--- config.mk ---
export PLATFORM = sky130hd
export DESIGN_NAME = thr_trig
export DESIGN_NICKNAME = d
export VERILOG_FILES = /design/src/rtl/thr_trig_pkg.sv /design/src/rtl/thr_trig_cmp.sv /design/src/rtl/thr_trig_ctl.sv /design/src/rtl/thr_trig.sv
export SDC_FILE = /design/constraint.sdc
export NUM_CORES = 1
export LEC_CHECK = 0
export BUFFER_PORTS_ARGS = -buffer_cell sky130_fd_sc_hd__buf_2
export CORE_AREA = 4 4 41 43
export CTS_BUF_LIST = sky130_fd_sc_hd__clkbuf_4
export DETAILED_ROUTE_END_ITERATION = 10
export DIE_AREA = 0 0 45 47
export PLACE_DENSITY = 0.66
export SYNTH_ARGS = -nofsm -noshare
export SYNTH_HDL_FRONTEND = slang
export SYNTH_SLANG_ARGS = --single-unit
export TNS_END_PERCENT = 50
--- constraint.sdc ---
create_clock -name clk -period 1.6 [get_ports clk]
set_input_delay 0.08 -clock clk [delete_from_list [all_inputs] [get_ports clk]]
set_output_delay 0.08 -clock clk [all_outputs]
set_load 0.02 [all_outputs]
--- src/rtl/thr_trig_pkg.sv ---
package thr_trig_pkg;

    typedef enum logic [1:0] {
        COND_RISE  = 2'b00,
        COND_FALL  = 2'b01,
        COND_ABOVE = 2'b10,
        COND_BELOW = 2'b11
    } trig_cond_e;

    typedef struct packed {
        logic prev_above;
        logic hist_vld;
        logic fired;
        logic pulse;
    } trig_state_t;

    function automatic trig_cond_e cond_from_bits(input logic level_sel, input logic pol);
        return trig_cond_e'({level_sel, ~pol});
    endfunction

endpackage

--- src/rtl/thr_trig_cmp.sv ---
module thr_trig_cmp #(
    parameter int THR_W = 8
) (
    input  logic [THR_W-1:0] top_byte,
    input  logic [THR_W-1:0] thr,
    input  logic             bipolar,
    output logic             is_above,
    output logic             is_below
);
    localparam logic [THR_W-1:0] SIGN_BIAS = {1'b1, {(THR_W-1){1'b0}}};

    logic [THR_W-1:0] bias;
    logic [THR_W-1:0] a_biased;
    logic [THR_W-1:0] b_biased;

    // Flipping the sign bit maps two's-complement order onto unsigned order.
    always_comb begin
        bias     = bipolar ? SIGN_BIAS : '0;
        a_biased = top_byte ^ bias;
        b_biased = thr ^ bias;
        is_above = a_biased > b_biased;
        is_below = a_biased < b_biased;
    end
endmodule

--- src/rtl/thr_trig_ctl.sv ---
module thr_trig_ctl
    import thr_trig_pkg::*;
(
    input  logic       clk,
    input  logic       rst_n,
    input  logic       armed,
    input  logic       smp_vld,
    input  trig_cond_e cond,
    input  logic       is_above,
    input  logic       is_below,
    output logic       trig_pulse,
    output logic       trig_seen
);
    trig_state_t st_d, st_q;
    logic        hit;

    always_comb begin
        st_d = st_q;
        hit  = 1'b0;
        if (!armed) begin
            st_d = '0;
        end else begin
            st_d.pulse = 1'b0;
            if (smp_vld) begin
                unique case (cond)
                    COND_RISE:  hit = st_q.hist_vld && !st_q.prev_above && is_above;
                    COND_FALL:  hit = st_q.hist_vld && st_q.prev_above && !is_above;
                    COND_ABOVE: hit = is_above;
                    default:    hit = is_below;
                endcase
                if (hit && !st_q.fired) begin
                    st_d.pulse = 1'b1;
                    st_d.fired = 1'b1;
                end
                st_d.prev_above = is_above;
                st_d.hist_vld   = 1'b1;
            end
        end
    end

    always_ff @(posedge clk or negedge rst_n) begin
        if (!rst_n) st_q <= '0;
        else        st_q <= st_d;
    end

    assign trig_pulse = st_q.pulse;
    assign trig_seen  = st_q.fired;

    assert_disarm_quiet_R7: assert property (@(posedge clk) disable iff (!rst_n)
        !armed |=> (!trig_pulse && !trig_seen));
    assert_no_sample_no_pulse_R7: assert property (@(posedge clk) disable iff (!rst_n)
        !smp_vld |=> !trig_pulse);
    assert_first_sample_no_edge_R8: assert property (@(posedge clk) disable iff (!rst_n)
        (armed && !st_q.hist_vld && !cond[1]) |=> !trig_pulse);
    assert_single_pulse_R10: assert property (@(posedge clk) disable iff (!rst_n)
        trig_pulse |=> !trig_pulse);
    assert_pulse_sets_seen_R10: assert property (@(posedge clk) disable iff (!rst_n)
        trig_pulse |-> trig_seen);
    assert_seen_sticky_R9: assert property (@(posedge clk) disable iff (!rst_n)
        (trig_seen && armed) |=> (trig_seen && !trig_pulse));
endmodule

--- src/rtl/thr_trig.sv ---
module thr_trig
    import thr_trig_pkg::*;
#(
    parameter int SAMPLE_W = 12,
    parameter int THR_W    = 8
) (
    input  logic                clk,
    input  logic                rst_n,
    input  logic                smp_vld,
    input  logic [SAMPLE_W-1:0] smp_code,
    input  logic [THR_W-1:0]    thr,
    input  logic                level_mode,
    input  logic                pol_sel,
    input  logic                arm_n,
    input  logic                burst_en,
    input  logic                bipolar,
    output logic                trig_pulse,
    output logic                trig_seen
);
    localparam int LOW_W = SAMPLE_W - THR_W;

    logic [THR_W-1:0] top_byte;
    logic             unused_low_bits;
    logic             armed;
    logic             is_above;
    logic             is_below;
    trig_cond_e       cond;

    assign top_byte        = smp_code[SAMPLE_W-1 -: THR_W];
    assign unused_low_bits = ^smp_code[LOW_W-1:0];
    assign armed           = !arm_n && burst_en;
    assign cond            = cond_from_bits(level_mode, pol_sel);

    thr_trig_cmp #(.THR_W(THR_W)) u_cmp (
        .top_byte (top_byte),
        .thr      (thr),
        .bipolar  (bipolar),
        .is_above (is_above),
        .is_below (is_below)
    );

    thr_trig_ctl u_ctl (
        .clk        (clk),
        .rst_n      (rst_n),
        .armed      (armed),
        .smp_vld    (smp_vld),
        .cond       (cond),
        .is_above   (is_above),
        .is_below   (is_below),
        .trig_pulse (trig_pulse),
        .trig_seen  (trig_seen)
    );

    // The most negative signed threshold can never be undercut.
    assert_signed_floor_R2: assert property (@(posedge clk) disable iff (!rst_n)
        (bipolar && thr == {1'b1, {(THR_W-1){1'b0}}}) |-> !is_below);
    // Above and below are mutually exclusive.
    assert_cmp_exclusive_R2: assert property (@(posedge clk) disable iff (!rst_n)
        !(is_above && is_below));
endmodule

# Word level (Yosys, flattened, before mapping)
# Cells that the tools add are included.
[classes]
magnitude_cmp = 2
n_eq_ne = 4
n_mux = 7
n_bitwise = 3
n_reduce_logical = 12
[op_table]
columns = ["op", "count"]
rows = [
  ["8-bit XOR", 2],
  ["8-bit greater-than comparator", 1],
  ["8-bit < comparator", 1],
  ["4-bit two-way mux", 2],
  ["8-bit two-way mux", 1],
  ["1-bit logical AND", 6],
  ["1-bit logical NOT", 4],
  ["2-bit != test, second input constant", 2],
  ["1-bit case mux with 3 select lines", 1],
  ["2-bit by 1-bit equality test with 1-bit output, second input constant", 1],
  ["2-bit equality test, second input constant", 1],
  ["2-bit logical NOT", 1],
  ["1-bit two-way mux", 2],
  ["2-bit two-way mux", 1],
  ["2-bit AND reduction", 1],
  ["1-bit NOT", 1],
]
[totals]
regBits = 4
inputBits = 28
out_inout_bits = 2
elab_cells = 32

# Logic depth before layout (Yosys ltp)
# Gate-level depths: netlist of the first run.
[depth]
ltp_word = 12
ltp_mapped = 7
mapped_depth_nobuf = 7

# Hierarchy
# Synthesis of the first run repeated with hierarchy kept, for this count alone.
[hier_totals]
cells_unflattened = 49
hier_area_um2 = 440.4
[by_module_without_submodules]
columns = ["mod", "n_inst", "cells_per_inst", "area_per_inst_um2", "seq_area_each_um2"]
rows = [
  ["thr_trig_cmp", 1, 30, 225.2, 0.0],
  ["thr_trig_ctl", 1, 17, 197.7, 100.1],
  ["thr_trig", 1, 2, 17.5, 0.0],
]

# Worst setup path after synthesis of the first run
# OpenSTA, ideal clock, no wires.
[synth_timing]
path_kind = "input-to-reg"
from = "in bipolar"
to = "reg u_ctl.st_q (netlist bit u_ctl.trig_seen)"
setup_ps = 130
arrival_time_ps = 1551
required_ps = 1470
slack_ps = -81
path_stages = 7
n_path_buf = 0
path_cell_list = "xor2_1 ha_1 a21oi_1 o21ai_0 or4b_1 a22oi_2 a221oi_2"
[synth_via]
elab_chain_cells = 11
word_cells_on_any_way = 14
cone_classes = "order compare: 2; eq/ne: 1; mux: 4; bitwise: 2; reduce/logical: 5"
[synth_rtl]
columns = ["element", "line", "source"]
rows = [
  ["start, declared", "thr_trig.sv:16", "input logic bipolar,"],
  ["8-bit two-way mux (*)", "thr_trig_cmp.sv:18", "bias = bipolar ? SIGN_BIAS : '0;"],
  ["8-bit XOR, on equally long branches", "thr_trig_cmp.sv:19, thr_trig_cmp.sv:20", ""],
  ["8-bit greater-than comparator", "thr_trig_cmp.sv:21", "is_above = a_biased > b_biased;"],
  ["1-bit logical NOT", "thr_trig_ctl.sv:27", "COND_FALL: hit = st_q.hist_vld && st_q.prev_above && !is_above;"],
  ["1-bit logical AND", "thr_trig_ctl.sv:27", ""],
  ["1-bit case mux with 3 select lines (*)", "thr_trig_ctl.sv:25", "unique case (cond)"],
  ["1-bit two-way mux (*)", "thr_trig_ctl.sv:24", "if (smp_vld) begin"],
  ["1-bit two-way mux (*)", "thr_trig_ctl.sv:20", "if (!armed) begin"],
  ["1-bit logical AND (*)", "thr_trig_ctl.sv:31", "if (hit && !st_q.fired) begin"],
  ["2-bit != test (no line) (*)", "-", ""],
  ["2-bit AND reduction (no line) (*)", "-", ""],
  ["end signal, assigned", "thr_trig_ctl.sv:43", "else st_q <= st_d;"],
  ["end, declared", "thr_trig_ctl.sv:14", "trig_state_t st_d, st_q;"],
]
# Mark *: on every way between the ends. The rest lies on a longest branch, timed or not. The select of a mux whose other input is x is not followed.
# A chain may end at the register's enable or synchronous reset.

# Final worst setup path of the first run
# Ends and elaborated chain as after synthesis.

==> results of run 1 <==
==> flip-flops by register name, summed over array words and instances (netlist names) <==
signal / count
u_ctl.st_q: 2
u_ctl.trig_pulse: 1
u_ctl.trig_seen: 1
==> worst paths after layout <==
check                                start                to  cells after the start
min                                smp_vld     u_ctl.st_q[2]                      3
max in group asynchronous            rst_n     u_ctl.st_q[2]                      2
max reg2reg                  u_ctl.st_q[3]  u_ctl.trig_pulse                      5
min in group asynchronous            rst_n  u_ctl.trig_pulse                      2
min reg2reg                u_ctl.trig_seen  u_ctl.trig_pulse                      1
max                                bipolar   u_ctl.trig_seen                      8
==> through the flow <==
step	power, W	TNS [ns]	area (um2)	setup WS [ns]
2_1_floorplan	0.000202	-0.0275	492	-0.0164
3_3_place_gp	0.000253	-0.485	651	-0.253
3_5_place_dp	0.000258	-0.612	651	-0.280
4_1_cts	0.000395	-0.00849	687	-0.00849
5_1_grt	0.000432	-0.147	707	-0.0885
6_report	0.000393	0	707	0.0201
==> where the power goes <==
part	switching, W	total (W)	leakage (nW)	internal (W)
logic	0.0000756	0.000158	0.310	0.0000820
registers	0.00000346	0.000109	0.0547	0.000106
clock network	0.0000416	0.000126	0.0138	0.0000839
total	0.000121	0.000393	0.378	0.000272
==> per-layer routing <==
layer / vias up / part of all wire, %
met5: - / 0
met4: 0 / 1.2
met3: 2 / 7.8
met2: 17 / 55
met1: 235 / 35
li1: 268 / -
==> area by class of cell <==
type	instances	area, um2
clock buffers	3	22.5
fillers	133	594
inverters	10	37.5
multi-input cells	44	372
flip-flops and latches	4	100
well taps	15	18.8
repair buffers	28	156
==> synthesized netlist by cell type (all sizes together) <==
cell,instances,area [um2]
xnor2,1,8.76
a22oi,1,12.5
o211a,1,10.0
nor3,1,5.00
o21ai,4,20.0
xor2,1,8.76
a2111oi,1,10.0
a21o,1,8.76
a21bo,1,10.0
ha,8,100
nor2b,2,20.0
nand2b,3,18.8
a21oi,5,25.0
or4b,1,10.0
nor2,5,18.8
nor4b,1,15.0
a221oi,1,15.0
dfrtp,4,100
inv,10,37.5
nand4,3,18.8
nand2,2,7.51
o211ai,1,7.51
==> what timing repair did <==
item | 4_1_cts | 5_1_grt
hold buffers | 1 | 0
pin swaps | 1 | 0
resized for setup | 2 | 3
endpoints found under the setup margin | 2 | 2
endpoints found under the hold margin | 4 | 0
==> cell families (layout without fill, tap and decap cells) <==
group                    after synthesis  after routing  share of synthesized area (%)
AND/OR/NAND/NOR                       18             18                           23.3
adder cells (fa/ha/maj)                8              8                           20.5
XOR/XNOR                               2              2                           3.59
flip-flops                             4              4                           20.5
buffers and inverters                 10             41                           7.69
AO/OA/AOI/OAI                         16             16                           24.4
==> worst max-delay path: stages <==
cell	delay, ns
buf_6	0.10
xor2_1	0.15
ha_1	0.31
a21oi_2	0.17
o21ai_2	0.09
or4b_1	0.48
a22oi_2	0.21
a221oi_2	0.10
==> impl_metrics.toml, run 1 <==
[run_status]
status = "finished, final reports clean"

[floorplan]
die_y_um = 47
start_util_pct = 37.5
num_rows = 13
io_pins = 30
core_area_um2 = 1300
die_w_um = 45
die_area_um2 = 2120

[finish]
instances_no_fill = 104
mostFrequentLayoutCells = "24 x buf_2, 10 x inv_1, 8 x ha_1"
antenna_cells = 0
area_growth_pct = 44.9
final_core_util_pct = 54.3
fin_nets = 127
final_common_cell = "buf_2"
drive_gt1_share_pct = 43.8

[grt]
antenna_found_initial = 0
use_met1_pct = 14.3
use_met2_pct = 23.2
grt_pass1_wl_mm = 1.99
grtUsageTotal_pct = 13.2
grt_max_degree = 6
grtUsageMet3_pct = 3.07
grt_pass1_vias = 530
grt.busiest_layer = "met2"
grt_overflow = 0

[drt]
drc_errors = 0
wl_per_cell_um = 11.2
via_count = 522
finalWirelength_mm = 1.16
vias_per_cell = 5.02
drt_first_iter_violations = 2
postRouteAntennaNets = 0
first_pass_iters = 4

[placed_design]
dpl.hpwl_mm = 1.05
port_buffers = 25
place.gp.congestion = 0.798
dp.cells = 100

[setup_path]
worstPathRequired_ns = 1.71
crit_path_start_kind = "input pin"
worstPathMaxFanout = 3
rrSetupSlack_ns = 0.26
cp-end-kind = "flip-flop"
arrival_ns = 1.69
worstSetupPathType = "input pin to flip-flop"

[power]
powerDensity_nw_per_um2 = 555
power.ir.vdd_worst_uv = 404
p_leak_nw = 0.378

[clock_network]
insertion_delay_ns = 0.24
clkSinkCount = 4
root_buffer = "clkbuf_4"
cts_tree = "yes"
clockBufferDepth = 2
clkTransAtPathRegs_ns = 0.04
post-cts-setup-buffers = 0
cts-buffers-inserted = 3
cts.htree.levels = 1

[synth]
synth_cell_types = 24
synth.avg_cell_area_um2 = 8.41
yosysWarnings = 0
netlist_area_um2 = 488
synth-seq-cells = 4
syn-num-nets = 94
ys_seq_area_share_pct = 20.5
synthCells = 58

[timing]
drv_slew = 0
min_period_ns = 1.58
setup_viol = 0
grt_setup_unrepaired = "true"
max_freq_ghz = 0.633
relSlewSlack_pct = 81.8
finalCritPeriodShare_pct = 98.7
worst_pin_slew_ns = 0.273
clock_skew_ns = 0.00421
hold_viol_final = 0
hold-worst-slack_ns = 0.130

[run]
cap_violations = 0

[worst_hold_path]
hold_path.class = "input pin to flip-flop"
Power figures use the tool's default switching activity.
==> inputs of run 2 (changes only) <==
--- a/config.mk
+++ b/config.mk
@@ -6,11 +6,13 @@
 export NUM_CORES = 1
 export LEC_CHECK = 0
 export BUFFER_PORTS_ARGS = -buffer_cell sky130_fd_sc_hd__buf_2
-export CORE_AREA = 4 4 41 43
+export CELL_PAD_IN_SITES_DETAIL_PLACEMENT = 1
+export CELL_PAD_IN_SITES_GLOBAL_PLACEMENT = 2
+export CORE_MARGIN = 4
+export CORE_UTILIZATION = 22
 export CTS_BUF_LIST = sky130_fd_sc_hd__clkbuf_4
 export DETAILED_ROUTE_END_ITERATION = 10
-export DIE_AREA = 0 0 45 47
-export PLACE_DENSITY = 0.66
+export PLACE_DENSITY = 0.74
 export SYNTH_ARGS = -nofsm -noshare
 export SYNTH_HDL_FRONTEND = slang
 export SYNTH_SLANG_ARGS = --single-unit
==> run 2 against run 1 <==
  * The run now ends with setup timing left
  * Die area increased by 44%
  * Utilization is 18 points lower
  * Combinational power increased by 12%
  * Routed wire length increased by 19%
  * Sequential power about the same
  * Via count increased by 2.3%
  * First-iteration DRC count up 50%
  * Critical path type unchanged
  * Highest routed layer is now met3
==> impl_metrics.toml, run 2 (same netlist as run 1, synthesis figures left out) <==
[drt]
vias_per_cell = 4.53
finalWirelength_mm = 1.38
via_count = 534
postRouteAntennaNets = 0
drc_errors = 0
first_pass_iters = 4
drt_first_iter_violations = 3
wl_per_cell_um = 11.7

[power]
p_leak_nw = 0.387
fin_total_pwr_w = 0.000406
power.ir.vdd_worst_uv = 390
powerDensity_nw_per_um2 = 553

[run_status]
violations = "setup timing"
status = "finished, violations left"

[worst_hold_path]
holdPathEnd = "u_ctl.st_q[2]"
min_from = "smp_vld"
hold_path.class = "input pin to flip-flop"
whs_path_depth = 3

[floorplan]
num_rows = 16
die_w_um = 55.1
die_y_um = 55.1
start_util_pct = 23.9
die_area_um2 = 3040
core_area_um2 = 2040
io_pins = 30

[finish]
fin_nets = 129
instances_no_fill = 118
antenna_cells = 0
mostFrequentLayoutCells = "25 x buf_2, 10 x inv_1, 8 x ha_1"
top_register = "u_ctl.st_q"
final_core_util_pct = 36.0
drive_gt1_share_pct = 46.2
largest_reg_flops = 2
area_growth_pct = 50.5
final_common_cell = "buf_2"

[timing]
drv_slew = 0
worst_pin_slew_ns = 0.281
hold_viol_final = 0
finalCritPeriodShare_pct = 102
min_period_ns = 1.63
hold-worst-slack_ns = 0.137
grt_setup_unrepaired = "true"
relSlewSlack_pct = 81.3
fin_setup_tns_ns = -0.0333
setup_viol = 2
max_freq_ghz = 0.614
worst_slack_ns = -0.0296
clock_skew_ns = 0.00466

[grt]
grtUsageTotal_pct = 9.63
grt_pass1_wl_mm = 2.14
grt_pass1_vias = 562
grt_overflow = 0
antenna_found_initial = 0
grt_max_degree = 6

[clock_network]
insertion_delay_ns = 0.23
cts_tree = "yes"
clkSinkCount = 4
cts-buffers-inserted = 3
cts.htree.levels = 1
clockBufferDepth = 2
root_buffer = "clkbuf_4"
post-cts-setup-buffers = 0
clkTransAtPathRegs_ns = 0.04

[run]
cap_violations = 0

[setup_path]
worstPathRequired_ns = 1.70
slowest_delay_ns = 0.49
rrSetupSlack_ns = 0.27
cp-end-kind = "flip-flop"
r2r_end = "u_ctl.trig_pulse"
worstSetupPathType = "input pin to flip-flop"
worstPathMaxFanout = 3
r2r.worst_path.cells = 5
crit_path_start_kind = "input pin"
cp_slowest_cell = "or4b_4"
arrival_ns = 1.73
worstReg2RegStart = "u_ctl.st_q[3]"
crit_chain = "buf_2 > xor2_1 > ha_1 > a21oi_2 > o21ai_2 > or4b_4 > a22oi_2 > a221oi_2"

[placed_design]
place.gp.congestion = 0.739
dpl.hpwl_mm = 1.22
port_buffers = 25
dp.cells = 114
==> run 2: changes by cell type in the layout (fill, tap and decap cells not counted) <==
| cell | delta |
|---|---|
| buf_2 | +1 |
| buf_6 | -1 |
| buf_4 | +2 |
| or4b_4 | +1 |
| or4b_1 | -1 |
==> run 2: where the power goes <==
| part | internal [W] | switching (W) | total, W |
|---|---|---|---|
| Clock | 0.0000835 | 0.0000362 | 0.000120 |
| Sequential | 0.000106 | 0.00000343 | 0.000109 |
| Combinational | 0.0000922 | 0.0000846 | 0.000177 |
==> run 2: layout make-up <==
type	count	area (um2)
clock buffers	3	22.5
fillers	268	1310
inverters	10	37.5
multi-input cells	44	375
flip-flops and latches	4	100
well taps	27	33.8
repair buffers	30	165
==> run 2: worst max-delay path by stage <==
stage	slack, ns	cells after the start	endpoint	from
2_1_floorplan	-0.02	7	u_ctl.trig_seen	bipolar
3_3_place_gp	-0.26	8	u_ctl.trig_seen	bipolar
3_5_place_dp	-0.27	8	u_ctl.trig_seen	bipolar
4_1_cts	-0.03	9	u_ctl.trig_pulse	bipolar
5_1_grt	-0.09	8	u_ctl.trig_seen	bipolar
6_report	-0.03	8	u_ctl.trig_seen	bipolar
==> run 2: repair_timing <==
action,in CTS,in global routing
endpoints found under the hold margin,4,0
cloned,0,0
endpoints found under the setup margin,2,2
pin swaps,1,3
hold buffers,1,0
gates resized for setup,1,4
==> run 2: through the flow <==
stage | instance area (um2) | worst slack [ns]
final | 734 | -0.0296
after global routing | 734 | -0.0949
after CTS | 717 | -0.0283
after detailed placement | 681 | -0.274
after global placement | 681 | -0.258
after floorplan | 492 | -0.0164
==> run 2: worst max-delay path: cells and delay by family <==
| kind | cells | cell delay (ns) |
|---|---|---|
| AOI/OAI and AO/OA | 4 | 0.57 |
| and+or+nand+nor | 1 | 0.49 |
| adders and majority gates | 1 | 0.32 |
| xor gates and xnor gates | 1 | 0.16 |
| buffers and inverters | 1 | 0.11 |
==> run 2: metal layers <==
metal / track usage [%] / routed length, um / vias up
met5: 0 / 0 / -
met4: 3.64 / 0 / 0
met3: 1.61 / 70 / 0
met2: 17.5 / 752 / 14
met1: 11.1 / 561 / 248
li1: - / - / 272
==> inputs of run 3 (changes only) <==
--- a/config.mk
+++ b/config.mk
@@ -5,11 +5,12 @@
 export SDC_FILE = /design/constraint.sdc
 export NUM_CORES = 1
 export LEC_CHECK = 0
+export ABC_AREA = 1
 export BUFFER_PORTS_ARGS = -buffer_cell sky130_fd_sc_hd__buf_2
 export CELL_PAD_IN_SITES_DETAIL_PLACEMENT = 1
 export CELL_PAD_IN_SITES_GLOBAL_PLACEMENT = 2
 export CORE_MARGIN = 4
-export CORE_UTILIZATION = 22
+export CORE_UTILIZATION = 20
 export CTS_BUF_LIST = sky130_fd_sc_hd__clkbuf_4
 export DETAILED_ROUTE_END_ITERATION = 10
 export PLACE_DENSITY = 0.74
==> run 3 against run 2 <==
  * The run now ends clean
  * Register-to-register slack improved by 0.21 ns
  * Final cell count increased by 5.9%
  * Setup slack better by 0.34 ns
  * Design area down 11%
  * Combinational power shrank 29%
  * Sequential cell count stayed put
==> impl_metrics.toml, run 3 <==
[clock_network]
clkTransAtPathRegs_ns = 0.03
root_buffer = "clkbuf_4"
cts-buffers-inserted = 3
clockBufferDepth = 2
clkSinkCount = 4
cts_tree = "yes"
insertion_delay_ns = 0.23
ctsResizeCount = 0
cts.htree.levels = 1

[timing]
finalCritPeriodShare_pct = 80.9
fin_setup_tns_ns = 0
worst_pin_slew_ns = 0.244
min_period_ns = 1.29
grt_setup_unrepaired = "false"
setup_viol = 0
drv_slew = 0
hold-worst-slack_ns = 0.0526
hold_viol_final = 0
clock_skew_ns = 0.00147
max_freq_ghz = 0.773
relSlewSlack_pct = 83.6

[finish]
final_common_cell = "buf_2"
mostFrequentLayoutCells = "25 x buf_2, 18 x inv_1, 16 x nand2_1"
antenna_cells = 0
top_register = "u_ctl.st_q"
fin_nets = 135
stdcell_area_um2 = 656
area_growth_pct = 41.6
largest_reg_flops = 2
drive_gt1_share_pct = 33.0

[drt]
highest_layer = "met3"
met2_length_um = 537
postRouteAntennaNets = 0
finalWirelength_mm = 1.04
via_count = 511
first_pass_iters = 1
drc_errors = 0
routed-wl-met3_um = 71
wl_met1_um = 433
vias_per_cell = 4.09
wl_per_cell_um = 8.34
drt_first_iter_violations = 0

[floorplan]
die_y_um = 56.1
die_area_um2 = 3150
start_util_pct = 20.9
num_rows = 17
core_area_um2 = 2210
io_pins = 30
die_w_um = 56.1

[setup_path]
worstPathMaxFanout = 3
arrival_ns = 1.41
worstPathRequired_ns = 1.72
crit_path_start_kind = "input pin"
cp-end-kind = "flip-flop"
worstSetupPathType = "input pin to flip-flop"

[synth]
synth_common_cells = "18 x inv_1, 16 x nand2_1, 8 x ha_1"
synth.avg_cell_area_um2 = 6.81
ys.flop_type = "dfrtp_1"
synthCells = 68
yosys.cell_count.top_type = "inv_1"
netlist.area_leader.share_pct = 21.6
synth-seq-cells = 4
synthTopCellsByArea = "dfrtp_1 22%, ha_1 22%, inv_1 15%, nand2_1 13%, a21oi_1 5.4%"
yosysTopAreaCell = "dfrtp_1"
yosysWarnings = 0
synth_edf_count = 0
async_reset_ff_share_pct = 100
netlist_area_um2 = 463
syn-num-nets = 104
synth_cell_types = 18
ys_seq_area_share_pct = 21.6

[power]
power.ir.vdd_worst_uv = 321
p_leak_nw = 0.415
powerDensity_nw_per_um2 = 536

[placed_design]
dpl.hpwl_um = 985
place.gp.congestion = 0.682
place_area_um2 = 623
port_buffers = 25

[grt]
grt_max_degree = 5
grt_pass1_vias = 503
grt_overflow = 0
grtUsageTotal_pct = 7.02
grt_pass1_wl_mm = 1.81
antenna_found_initial = 0

[run_status]
status = "finished, final reports clean"

[run]
cap_violations = 0

[worst_hold_path]
hold_path.class = "input pin to flip-flop"
## run 3: metrics by stage
step	instances	power [W]	worst slack [ns]	util [%]
global placement	121	0.000234	0.0354	28.2
global route	125	0.000386	0.143	29.6
floorplan	68	0.000186	0.289	-
finish	125	0.000351	0.306	29.6
CTS	125	0.000363	0.284	29.6
detailed placement	121	0.000236	0.0457	28.2
## run 3: final timing paths
check | slack (ns) | from | endpoint | cells past startpoint
worst max-delay path | 0.31 | bipolar | u_ctl.trig_seen | 12
worst min register to register | 0.51 | u_ctl.trig_seen | u_ctl.trig_seen | 2
min in group asynchronous | 0.19 | rst_n | u_ctl.st_q[2] | 2
worst max register to register | 0.48 | u_ctl.st_q[3] | u_ctl.trig_pulse | 7
worst min-delay path | 0.05 | smp_vld | u_ctl.st_q[3] | 2
max in group asynchronous | 1.29 | rst_n | u_ctl.trig_pulse | 2
## run 3: critical path: stages
cell      delay [ns]
buf_2           0.11
xor2_1          0.15
ha_1            0.29
nand2_1         0.08
nor2_2          0.14
nand2_1         0.10
nand2_2         0.08
nand2_1         0.07
nand3b_1        0.09
nand3_1         0.09
nand2_1         0.08
nand2_1         0.05
## run 3: what timing repair did
item,CTS,global route
hold endpoints to repair,4,0
hold buffers,1,0
buffers inserted,0,0
## run 3: layer usage
layer  global-route usage [%]  vias up
li1                         -      270
met4                     4.07        0
met3                     1.16        0
met5                        0        -
met1                     7.43      226
met2                     12.9       15
## run 3: power breakdown
part           leakage, nW  total (W)  switching (W)  internal, W
logic                0.346   0.000125      0.0000654    0.0000592
clock network       0.0138   0.000118      0.0000347    0.0000834
registers           0.0546   0.000109     0.00000257     0.000106
total                0.415   0.000351       0.000103     0.000249
## run 3: cells by family after synthesis
group                      share of synthesized area (%)
adders and majority gates                           21.6
xor gates and xnor gates                            3.78
buffers and inverters                               14.6
DFF                                                 21.6
AOI/OAI and AO/OA                                   8.11
and+or+nand+nor                                     30.3
## run 3: area by class of cell
| class | count | area [um2] |
|---|---|---|
| inverters | 18 | 67.6 |
| repair buffers | 26 | 135 |
| flip-flops and latches | 4 | 100 |
| well taps | 28 | 35.0 |
| clock buffers | 3 | 22.5 |
| multi-input cells | 46 | 295 |
| fillers | 277 | 1560 |
